### src/rtl/irqr_pkg.sv
package irqr_pkg;
   localparam int unsigned WORD_W     = 32;
   localparam int unsigned VEC_W      = 8;
   localparam int unsigned DLV_W      = 3;
   localparam int unsigned DEST_W     = 8;
   localparam int unsigned IDX_W      = 8;
   localparam int unsigned ID_W       = 4;

   localparam logic [IDX_W-1:0] IDX_IDENT = 8'h00;
   localparam logic [IDX_W-1:0] IDX_VERS  = 8'h01;
   localparam logic [IDX_W-1:0] IDX_ARBIT = 8'h02;
   localparam int unsigned      IDX_TABLE = 16;
   localparam logic [7:0]       VERSION   = 8'h20;

   // bit positions inside the low entry word
   localparam int unsigned B_DLV_LO   = 8;
   localparam int unsigned B_DMODE    = 11;
   localparam int unsigned B_RIRR     = 14;
   localparam int unsigned B_TRIG     = 15;
   localparam int unsigned B_MASK     = 16;
   // ID field position in identification / arbitration words and entry high word
   localparam int unsigned B_ID_LO    = 24;
   localparam int unsigned B_DEST_LO  = 24;

   typedef struct packed {
      logic [VEC_W-1:0]  vector;
      logic [DLV_W-1:0]  dlv_mode;
      logic              dest_mode;
      logic [DEST_W-1:0] dest;
      logic              level;
   } msg_t;
endpackage

### src/rtl/irqr_sync.sv
module irqr_sync #(
   parameter int unsigned WIDTH  = 24,
   parameter int unsigned STAGES = 2
) (
   input  logic             clk_i,
   input  logic             rst_ni,
   input  logic [WIDTH-1:0] async_i,
   output logic [WIDTH-1:0] sync_o
);
   if (STAGES == 0) begin : g_bypass
      assign sync_o = async_i;
   end else begin : g_chain
      logic [WIDTH-1:0] stage_q [STAGES];
      always_ff @(posedge clk_i or negedge rst_ni) begin
         if (!rst_ni) begin
            for (int s = 0; s < int'(STAGES); s++) stage_q[s] <= '0;
         end else begin
            stage_q[0] <= async_i;
            for (int s = 1; s < int'(STAGES); s++) stage_q[s] <= stage_q[s-1];
         end
      end
      assign sync_o = stage_q[STAGES-1];
   end
endmodule

### src/rtl/irqr_line.sv
module irqr_line
   import irqr_pkg::*;
(
   input  logic              clk_i,
   input  logic              rst_ni,
   input  logic              pin_i,
   input  logic              wr_lo_i,
   input  logic              wr_hi_i,
   input  logic [WORD_W-1:0] wdata_i,
   input  logic              eoi_i,
   input  logic [VEC_W-1:0]  eoi_vec_i,
   input  logic              take_i,
   output logic [WORD_W-1:0] lo_o,
   output logic [WORD_W-1:0] hi_o,
   output logic              req_o,
   output msg_t              msg_o,
   output logic              rirr_o
);
   logic [VEC_W-1:0]  vec_q;
   logic [DLV_W-1:0]  dlv_q;
   logic              dmode_q;
   logic [DEST_W-1:0] dest_q;
   logic              level_q;
   logic              mask_q;
   logic              rirr_q;
   logic              pin_q;
   logic              pend_q;
   logic              rise;
   logic              eoi_hit;

   assign rise    = pin_i & ~pin_q;
   assign eoi_hit = eoi_i && (eoi_vec_i == vec_q) && level_q;

   // entry configuration
   always_ff @(posedge clk_i or negedge rst_ni) begin
      if (!rst_ni) begin
         vec_q   <= '0;
         dlv_q   <= '0;
         dmode_q <= 1'b0;
         level_q <= 1'b0;
         mask_q  <= 1'b1;
         dest_q  <= '0;
      end else begin
         if (wr_lo_i) begin
            vec_q   <= wdata_i[VEC_W-1:0];
            dlv_q   <= wdata_i[B_DLV_LO +: DLV_W];
            dmode_q <= wdata_i[B_DMODE];
            level_q <= wdata_i[B_TRIG];
            mask_q  <= wdata_i[B_MASK];
         end
         if (wr_hi_i) dest_q <= wdata_i[B_DEST_LO +: DEST_W];
      end
   end

   // edge capture, pending flag and remote-IRR
   always_ff @(posedge clk_i or negedge rst_ni) begin
      if (!rst_ni) begin
         pin_q  <= 1'b0;
         pend_q <= 1'b0;
         rirr_q <= 1'b0;
      end else begin
         pin_q <= pin_i;
         if (mask_q || level_q) pend_q <= 1'b0;
         else                   pend_q <= (pend_q & ~take_i) | rise;
         if (take_i && level_q) rirr_q <= 1'b1;
         else if (eoi_hit)      rirr_q <= 1'b0;
      end
   end

   assign req_o = level_q ? (pin_i & ~mask_q & ~rirr_q) : (pend_q & ~mask_q);

   always_comb begin
      lo_o                          = '0;
      lo_o[VEC_W-1:0]               = vec_q;
      lo_o[B_DLV_LO +: DLV_W]       = dlv_q;
      lo_o[B_DMODE]                 = dmode_q;
      lo_o[B_RIRR]                  = rirr_q;
      lo_o[B_TRIG]                  = level_q;
      lo_o[B_MASK]                  = mask_q;
      hi_o                          = '0;
      hi_o[B_DEST_LO +: DEST_W]     = dest_q;
   end

   assign msg_o  = '{vector: vec_q, dlv_mode: dlv_q, dest_mode: dmode_q,
                     dest: dest_q, level: level_q};
   assign rirr_o = rirr_q;
endmodule

### src/rtl/irqr_pick.sv
module irqr_pick #(
   parameter int unsigned N      = 24,
   parameter int unsigned LINE_W = 5
) (
   input  logic [N-1:0]      req_i,
   output logic              any_o,
   output logic [N-1:0]      gnt_o,
   output logic [LINE_W-1:0] idx_o
);
   // isolate lowest set bit
   assign gnt_o = req_i & (~req_i + N'(1));
   assign any_o = |req_i;

   always_comb begin
      idx_o = '0;
      for (int i = 0; i < int'(N); i++) begin
         if (gnt_o[i]) idx_o = LINE_W'(i);
      end
   end
endmodule

### src/rtl/irq_router.sv
module irq_router
   import irqr_pkg::*;
#(
   parameter int unsigned NUM_LINES   = 24,
   parameter int unsigned SYNC_STAGES = 2,
   localparam int unsigned LINE_W     = (NUM_LINES > 1) ? $clog2(NUM_LINES) : 1
) (
   input  logic                 clk_i,
   input  logic                 rst_ni,
   input  logic                 reg_we_i,
   input  logic                 reg_sel_i,
   input  logic [31:0]          reg_wdata_i,
   output logic [31:0]          reg_rdata_o,
   input  logic [NUM_LINES-1:0] irq_lines_i,
   input  logic                 eoi_valid_i,
   input  logic [7:0]           eoi_vector_i,
   output logic                 msg_valid_o,
   input  logic                 msg_ready_i,
   output logic [7:0]           msg_vector_o,
   output logic [2:0]           msg_dlv_mode_o,
   output logic                 msg_dest_mode_o,
   output logic [7:0]           msg_dest_o,
   output logic                 msg_level_o,
   output logic [LINE_W-1:0]    msg_line_o
);
   localparam int unsigned TABLE_END = IDX_TABLE + 2 * NUM_LINES;

   if (NUM_LINES < 1 || NUM_LINES > 120) begin : g_bad_lines
      $error("NUM_LINES must lie in 1..120 to fit the 8-bit index space");
   end
   if (SYNC_STAGES > 3) begin : g_bad_sync
      $error("SYNC_STAGES must lie in 0..3");
   end

   logic [IDX_W-1:0]     idx_q;
   logic [ID_W-1:0]      id_q;
   logic [ID_W-1:0]      arb_q;
   logic [NUM_LINES-1:0] pins_s;
   logic [NUM_LINES-1:0] req_vec;
   logic [NUM_LINES-1:0] gnt_vec;
   logic [NUM_LINES-1:0] take_vec;
   logic [NUM_LINES-1:0] rirr_vec;
   logic [WORD_W-1:0]    lo_a [NUM_LINES];
   logic [WORD_W-1:0]    hi_a [NUM_LINES];
   msg_t                 msg_a [NUM_LINES];
   logic                 any_req;
   logic [LINE_W-1:0]    pick_idx;
   logic                 load;
   logic                 data_we;
   msg_t                 msg_q;
   logic                 valid_q;
   logic [LINE_W-1:0]    line_q;

   assign data_we = reg_we_i & reg_sel_i;

   // index, identification and arbitration registers
   always_ff @(posedge clk_i or negedge rst_ni) begin
      if (!rst_ni) begin
         idx_q <= '0;
         id_q  <= '0;
         arb_q <= '0;
      end else begin
         if (reg_we_i && !reg_sel_i) idx_q <= reg_wdata_i[IDX_W-1:0];
         if (data_we && idx_q == IDX_IDENT) begin
            id_q  <= reg_wdata_i[B_ID_LO +: ID_W];
            arb_q <= reg_wdata_i[B_ID_LO +: ID_W];
         end
      end
   end

   irqr_sync #(.WIDTH(NUM_LINES), .STAGES(SYNC_STAGES)) u_sync (
      .clk_i   (clk_i),
      .rst_ni  (rst_ni),
      .async_i (irq_lines_i),
      .sync_o  (pins_s)
   );

   for (genvar n = 0; n < NUM_LINES; n++) begin : g_line
      logic wr_lo, wr_hi;
      assign wr_lo = data_we && (idx_q == IDX_W'(IDX_TABLE + 2 * n));
      assign wr_hi = data_we && (idx_q == IDX_W'(IDX_TABLE + 2 * n + 1));
      irqr_line u_line (
         .clk_i     (clk_i),
         .rst_ni    (rst_ni),
         .pin_i     (pins_s[n]),
         .wr_lo_i   (wr_lo),
         .wr_hi_i   (wr_hi),
         .wdata_i   (reg_wdata_i),
         .eoi_i     (eoi_valid_i),
         .eoi_vec_i (eoi_vector_i),
         .take_i    (take_vec[n]),
         .lo_o      (lo_a[n]),
         .hi_o      (hi_a[n]),
         .req_o     (req_vec[n]),
         .msg_o     (msg_a[n]),
         .rirr_o    (rirr_vec[n])
      );
   end

   irqr_pick #(.N(NUM_LINES), .LINE_W(LINE_W)) u_pick (
      .req_i (req_vec),
      .any_o (any_req),
      .gnt_o (gnt_vec),
      .idx_o (pick_idx)
   );

   assign load     = !valid_q || msg_ready_i;
   assign take_vec = load ? gnt_vec : '0;

   // outbound message stage
   always_ff @(posedge clk_i or negedge rst_ni) begin
      if (!rst_ni) begin
         valid_q <= 1'b0;
         msg_q   <= '0;
         line_q  <= '0;
      end else if (load) begin
         valid_q <= any_req;
         if (any_req) begin
            msg_q  <= msg_a[pick_idx];
            line_q <= pick_idx;
         end
      end
   end

   assign msg_valid_o     = valid_q;
   assign msg_vector_o    = msg_q.vector;
   assign msg_dlv_mode_o  = msg_q.dlv_mode;
   assign msg_dest_mode_o = msg_q.dest_mode;
   assign msg_dest_o      = msg_q.dest;
   assign msg_level_o     = msg_q.level;
   assign msg_line_o      = line_q;

   // read path
   logic [IDX_W-1:0]  tbl_off;
   logic [LINE_W-1:0] tbl_line;
   assign tbl_off  = idx_q - IDX_W'(IDX_TABLE);
   assign tbl_line = tbl_off[LINE_W:1];

   always_comb begin
      reg_rdata_o = '0;
      if (idx_q == IDX_IDENT) begin
         reg_rdata_o[B_ID_LO +: ID_W] = id_q;
      end else if (idx_q == IDX_VERS) begin
         reg_rdata_o = {8'h00, 8'(NUM_LINES - 1), 8'h00, VERSION};
      end else if (idx_q == IDX_ARBIT) begin
         reg_rdata_o[B_ID_LO +: ID_W] = arb_q;
      end else if (int'(idx_q) >= int'(IDX_TABLE) && int'(idx_q) < int'(TABLE_END)) begin
         reg_rdata_o = tbl_off[0] ? hi_a[tbl_line] : lo_a[tbl_line];
      end
   end
endmodule

### config.mk
export PLATFORM = sky130hd
export DESIGN_NAME = irq_router
export DESIGN_NICKNAME = d
export VERILOG_FILES = /design/src/rtl/irqr_pkg.sv /design/src/rtl/irqr_sync.sv /design/src/rtl/irqr_line.sv /design/src/rtl/irqr_pick.sv /design/src/rtl/irq_router.sv
export SDC_FILE = /design/constraint.sdc
export NUM_CORES = 2
export LEC_CHECK = 0
export ABC_AREA = 1
export BUFFER_PORTS_ARGS = -buffer_cell sky130_fd_sc_hd__buf_2
export CAP_MARGIN = 20
export CORE_MARGIN = 4
export CORE_UTILIZATION = 29
export DETAILED_ROUTE_END_ITERATION = 8
export PLACE_DENSITY = 0.49
export SLEW_MARGIN = 20
export SYNTH_ARGS = -nofsm -noshare
export SYNTH_HDL_FRONTEND = slang
export SYNTH_HIERARCHICAL = 1
export SYNTH_SLANG_ARGS = --single-unit
### constraint.sdc
create_clock -name clk_i -period 3.5 [get_ports clk_i]
set_input_delay 0.35 -clock clk_i [delete_from_list [all_inputs] [get_ports clk_i]]
set_output_delay 0.35 -clock clk_i [all_outputs]
set_load 0.02 [all_outputs]
==> reports/results.ini <==
[setup_path]
rrSetupSlack_ns=0.06
startpoint=idx_q[2]
cp-start-kind=register
required_ns=3.15
arrival_ns=3.11
crit_path_end_kind=primary output
cp_max_fo=8
r2r_cells=21
r2r-start=g_line[1].u_line/mask_q
r2r-end=msg_vector_o[7]
critPathCapture=reg_rdata_o[7]
path_class=reg2out

[synth]
synth-edff-count=0
yosysSeqAreaShare_pct=28.16
async_flop_share_pct=100.0
synth.most_common_cell=nand2_1
synth_top_area_share_pct=27.13
syn_area_per_cell_um2=6.855
syn_area_um2=61160
synthTopCellsByArea=dfrtp_1, buf_4, nand2_1
ys_warn_count=6
synth_top_cell_by_area=dfrtp_1
synth_cell_types=48
yosys_register_bits=687
synth_common_cells=nand2_1, buf_4, nor2_1, o21ai_0, dfrtp_1
syn_inst=8922
synth-main-ff-cell=dfrtp_1

[detailed_routing]
drt_iter0_drc=4946
routedWlPerCell_um=18.57
drt_first_pass_iters=8
viasPerCell=4.583
drc_errors=0
routed_wl_um=211500
ant_nets=0
vias=52198

[die]
io_pins=129
start_util_pct=29.15
die_x_um=467.2
die-area_um2=218300
core-area_um2=209800
rows=168
die_h_um=467.2

[status]
status=complete, no violations

[clock_tree]
cts_root_buf=clkbuf_16
cts_tree=done
numCtsBuffers=79
clk_path_buf_depth=3
clock_latency_ns=0.71
htree_levels=3
cts_sinks=687
cts.clk_slew.worst_paths_ns=0.06

[power_and_ir_drop]
p_per_area_nw_per_um2=442.7
swShare_pct=38.87
ir_worst_vdd_mv=0.3423
power_mw=28.55
clkPwrFrac_pct=30.7
p_switching_mw=11.10
p_leak_nw=31.95
p_seq_share_pct=33.4
internal-power_mw=17.46
combPwrFrac_pct=35.9

[hold_path]
hold_start=reg_wdata_i[16]
hp-class=in2reg

[timing]
finalSetupViolCount=0
layout_min_cycle_time_ns=3.458
fmax_mhz=289.2
hold_viol_final=0
whs_ns=0.2231
post-route-period-util_pct=98.80
tightest_slew_ns=1.081
maxSlewHeadroom_pct=27.95
setup_ws_ns=0.04205
rsz0062_at_grt=yes
clock_skew_ns=0.03638
slew_viol_final=0

[final_layout]
final_area_um2=64510
nets=8586
area.growth.synth_to_final_pct=5.473
drive_gt1_share_pct=15.34

[global_routing]
grt_pass1_wl_um=304300
antenna_found_initial=20
grt_pass1_vias=47842
grtUsageTotal_pct=18.13
grt_overflow=0
grt_max_degree=104

[place]
place_area_um2=58070
io_buffers=118
dp_slack_ns=-0.1138
gp_congestion=0.8944
dpl.hpwl_um=136200

[job]
max_cap_viol_count=0

==> cell type report <==
cell class	instances	area [µm²]
flip-flops and latches	687	17230
diodes	7	17.52
fillers	22746	145300
clock buffers	119	2349
repair inverters	4	45.04
well taps	2805	3510
repair buffers	611	6799
multi-input cells	6482	31670
inverters	647	2526
clock inverters	27	357.8
==> what timing repair did <==
action,4_1_cts,5_1_grt
endpoints found under the setup margin,53,52
buffers inserted,43,43
endpoints found under the hold margin,80,0
hold buffers,26,0
cloned,19,28
resized for setup,123,264
pin swaps,25,74
==> worst min-delay path by stage <==
stage | endpoint | slack [ns] | depth (start not counted)
detailed placement | u_sync/sync_o[16] | 0.33 | 0
CTS | g_line[17].u_line/vec_q[4] | 0.18 | 3
floorplan | arb_q[0] | 0.05 | 0
global route | g_line[8].u_line/mask_q | 0.20 | 3
finish | g_line[8].u_line/mask_q | 0.22 | 3
global placement | u_sync/sync_o[22] | 0.33 | 0
==> power by group through the flow <==
stage / clock network (mW) / logic [mW] / registers, mW
after global placement: 0 / 8.72 / 9.65
after global routing: 9.31 / 11.2 / 9.64
after detailed placement: 0 / 8.82 / 9.65
after CTS: 8.98 / 9.51 / 9.52
final: 8.75 / 10.3 / 9.55
after floorplan: 0 / 6.77 / 9.52
==> routing by layer <==
| layer | share of wire, % | wire, µm | GRT usage [%] |
|---|---|---|---|
| met5 | 0.0080 | 17 | 0 |
| met4 | 3.1 | 6661 | 5.197 |
| met3 | 7.0 | 14840 | 3.091 |
| met2 | 45 | 94110 | 28.80 |
| met1 | 45 | 95840 | 25.22 |
==> cell families (layout without fill, tap and decap cells) <==
kind of cell | count (synthesis) | after routing | synth area share (%)
AND/OR/NAND/NOR | 3938 | 3938 | 26.32
AO/OA/AOI/OAI | 1238 | 1238 | 11.61
adder cells (fa/ha/maj) | 4 | 4 | 0.08183
flip-flops | 687 | 687 | 28.16
buffers and inverters | 2713 | 1408 | 27.54
other | 24 | 991 | 0.1473
multiplexers | 318 | 318 | 6.150
==> critical path: stages (launching register included) <==
cell and delay [ns]:
dfrtp_2 0.50, buf_12 0.18, nor2_4 0.15, buf_12 0.18, buf_6 0.17, nand2_1 0.06
nand4_1 0.08, o211ai_1 0.23, nand3_1 0.14, buf_4 0.16, nand3_1 0.13, a21oi_4 0.25
buf_6 0.17
==> metrics by stage <==
step | utilization, % | instances | TNS (ns)
CTS | 29.81 | 11318 | -0.4429
detailed placement | 27.68 | 11085 | -1.231
floorplan | - | 9882 | 0
global route | 30.74 | 11384 | -1.898
global placement | 27.68 | 11085 | -2.046
finish | 30.75 | 11389 | 0
==> cell usage in the layout, fill, tap and decap left out, drive strengths merged, types with 145 or more instances in the layout <==
cell / count
nand2: 2086
nor2: 1142
conb: 984
o21ai: 740
dfrtp: 663
inv: 650
buf: 553
nand3: 449
mux2: 318
o211ai: 173
a21oi: 166
clkbuf: 145
==> state kept, by name (all words and copies together), names as in the netlist, 4 cells and up <==
name	cells
g_line.u_line/dest_q	192
g_line.u_line/vec_q	192
g_line.u_line/dlv_q	72
g_line.u_line/dmode_q	24
g_line.u_line/level_q	24
g_line.u_line/mask_q	24
g_line.u_line/pend_q	24
g_line.u_line/pin_q	24
g_line.u_line/rirr_o	24
u_sync/g_chain.stage_q	24
u_sync/sync_o	24
idx_q	8
msg_dest_o	8
msg_vector_o	8
msg_line_o	5
arb_q	4
No activity file was read; power rests on OpenSTA's default activity.
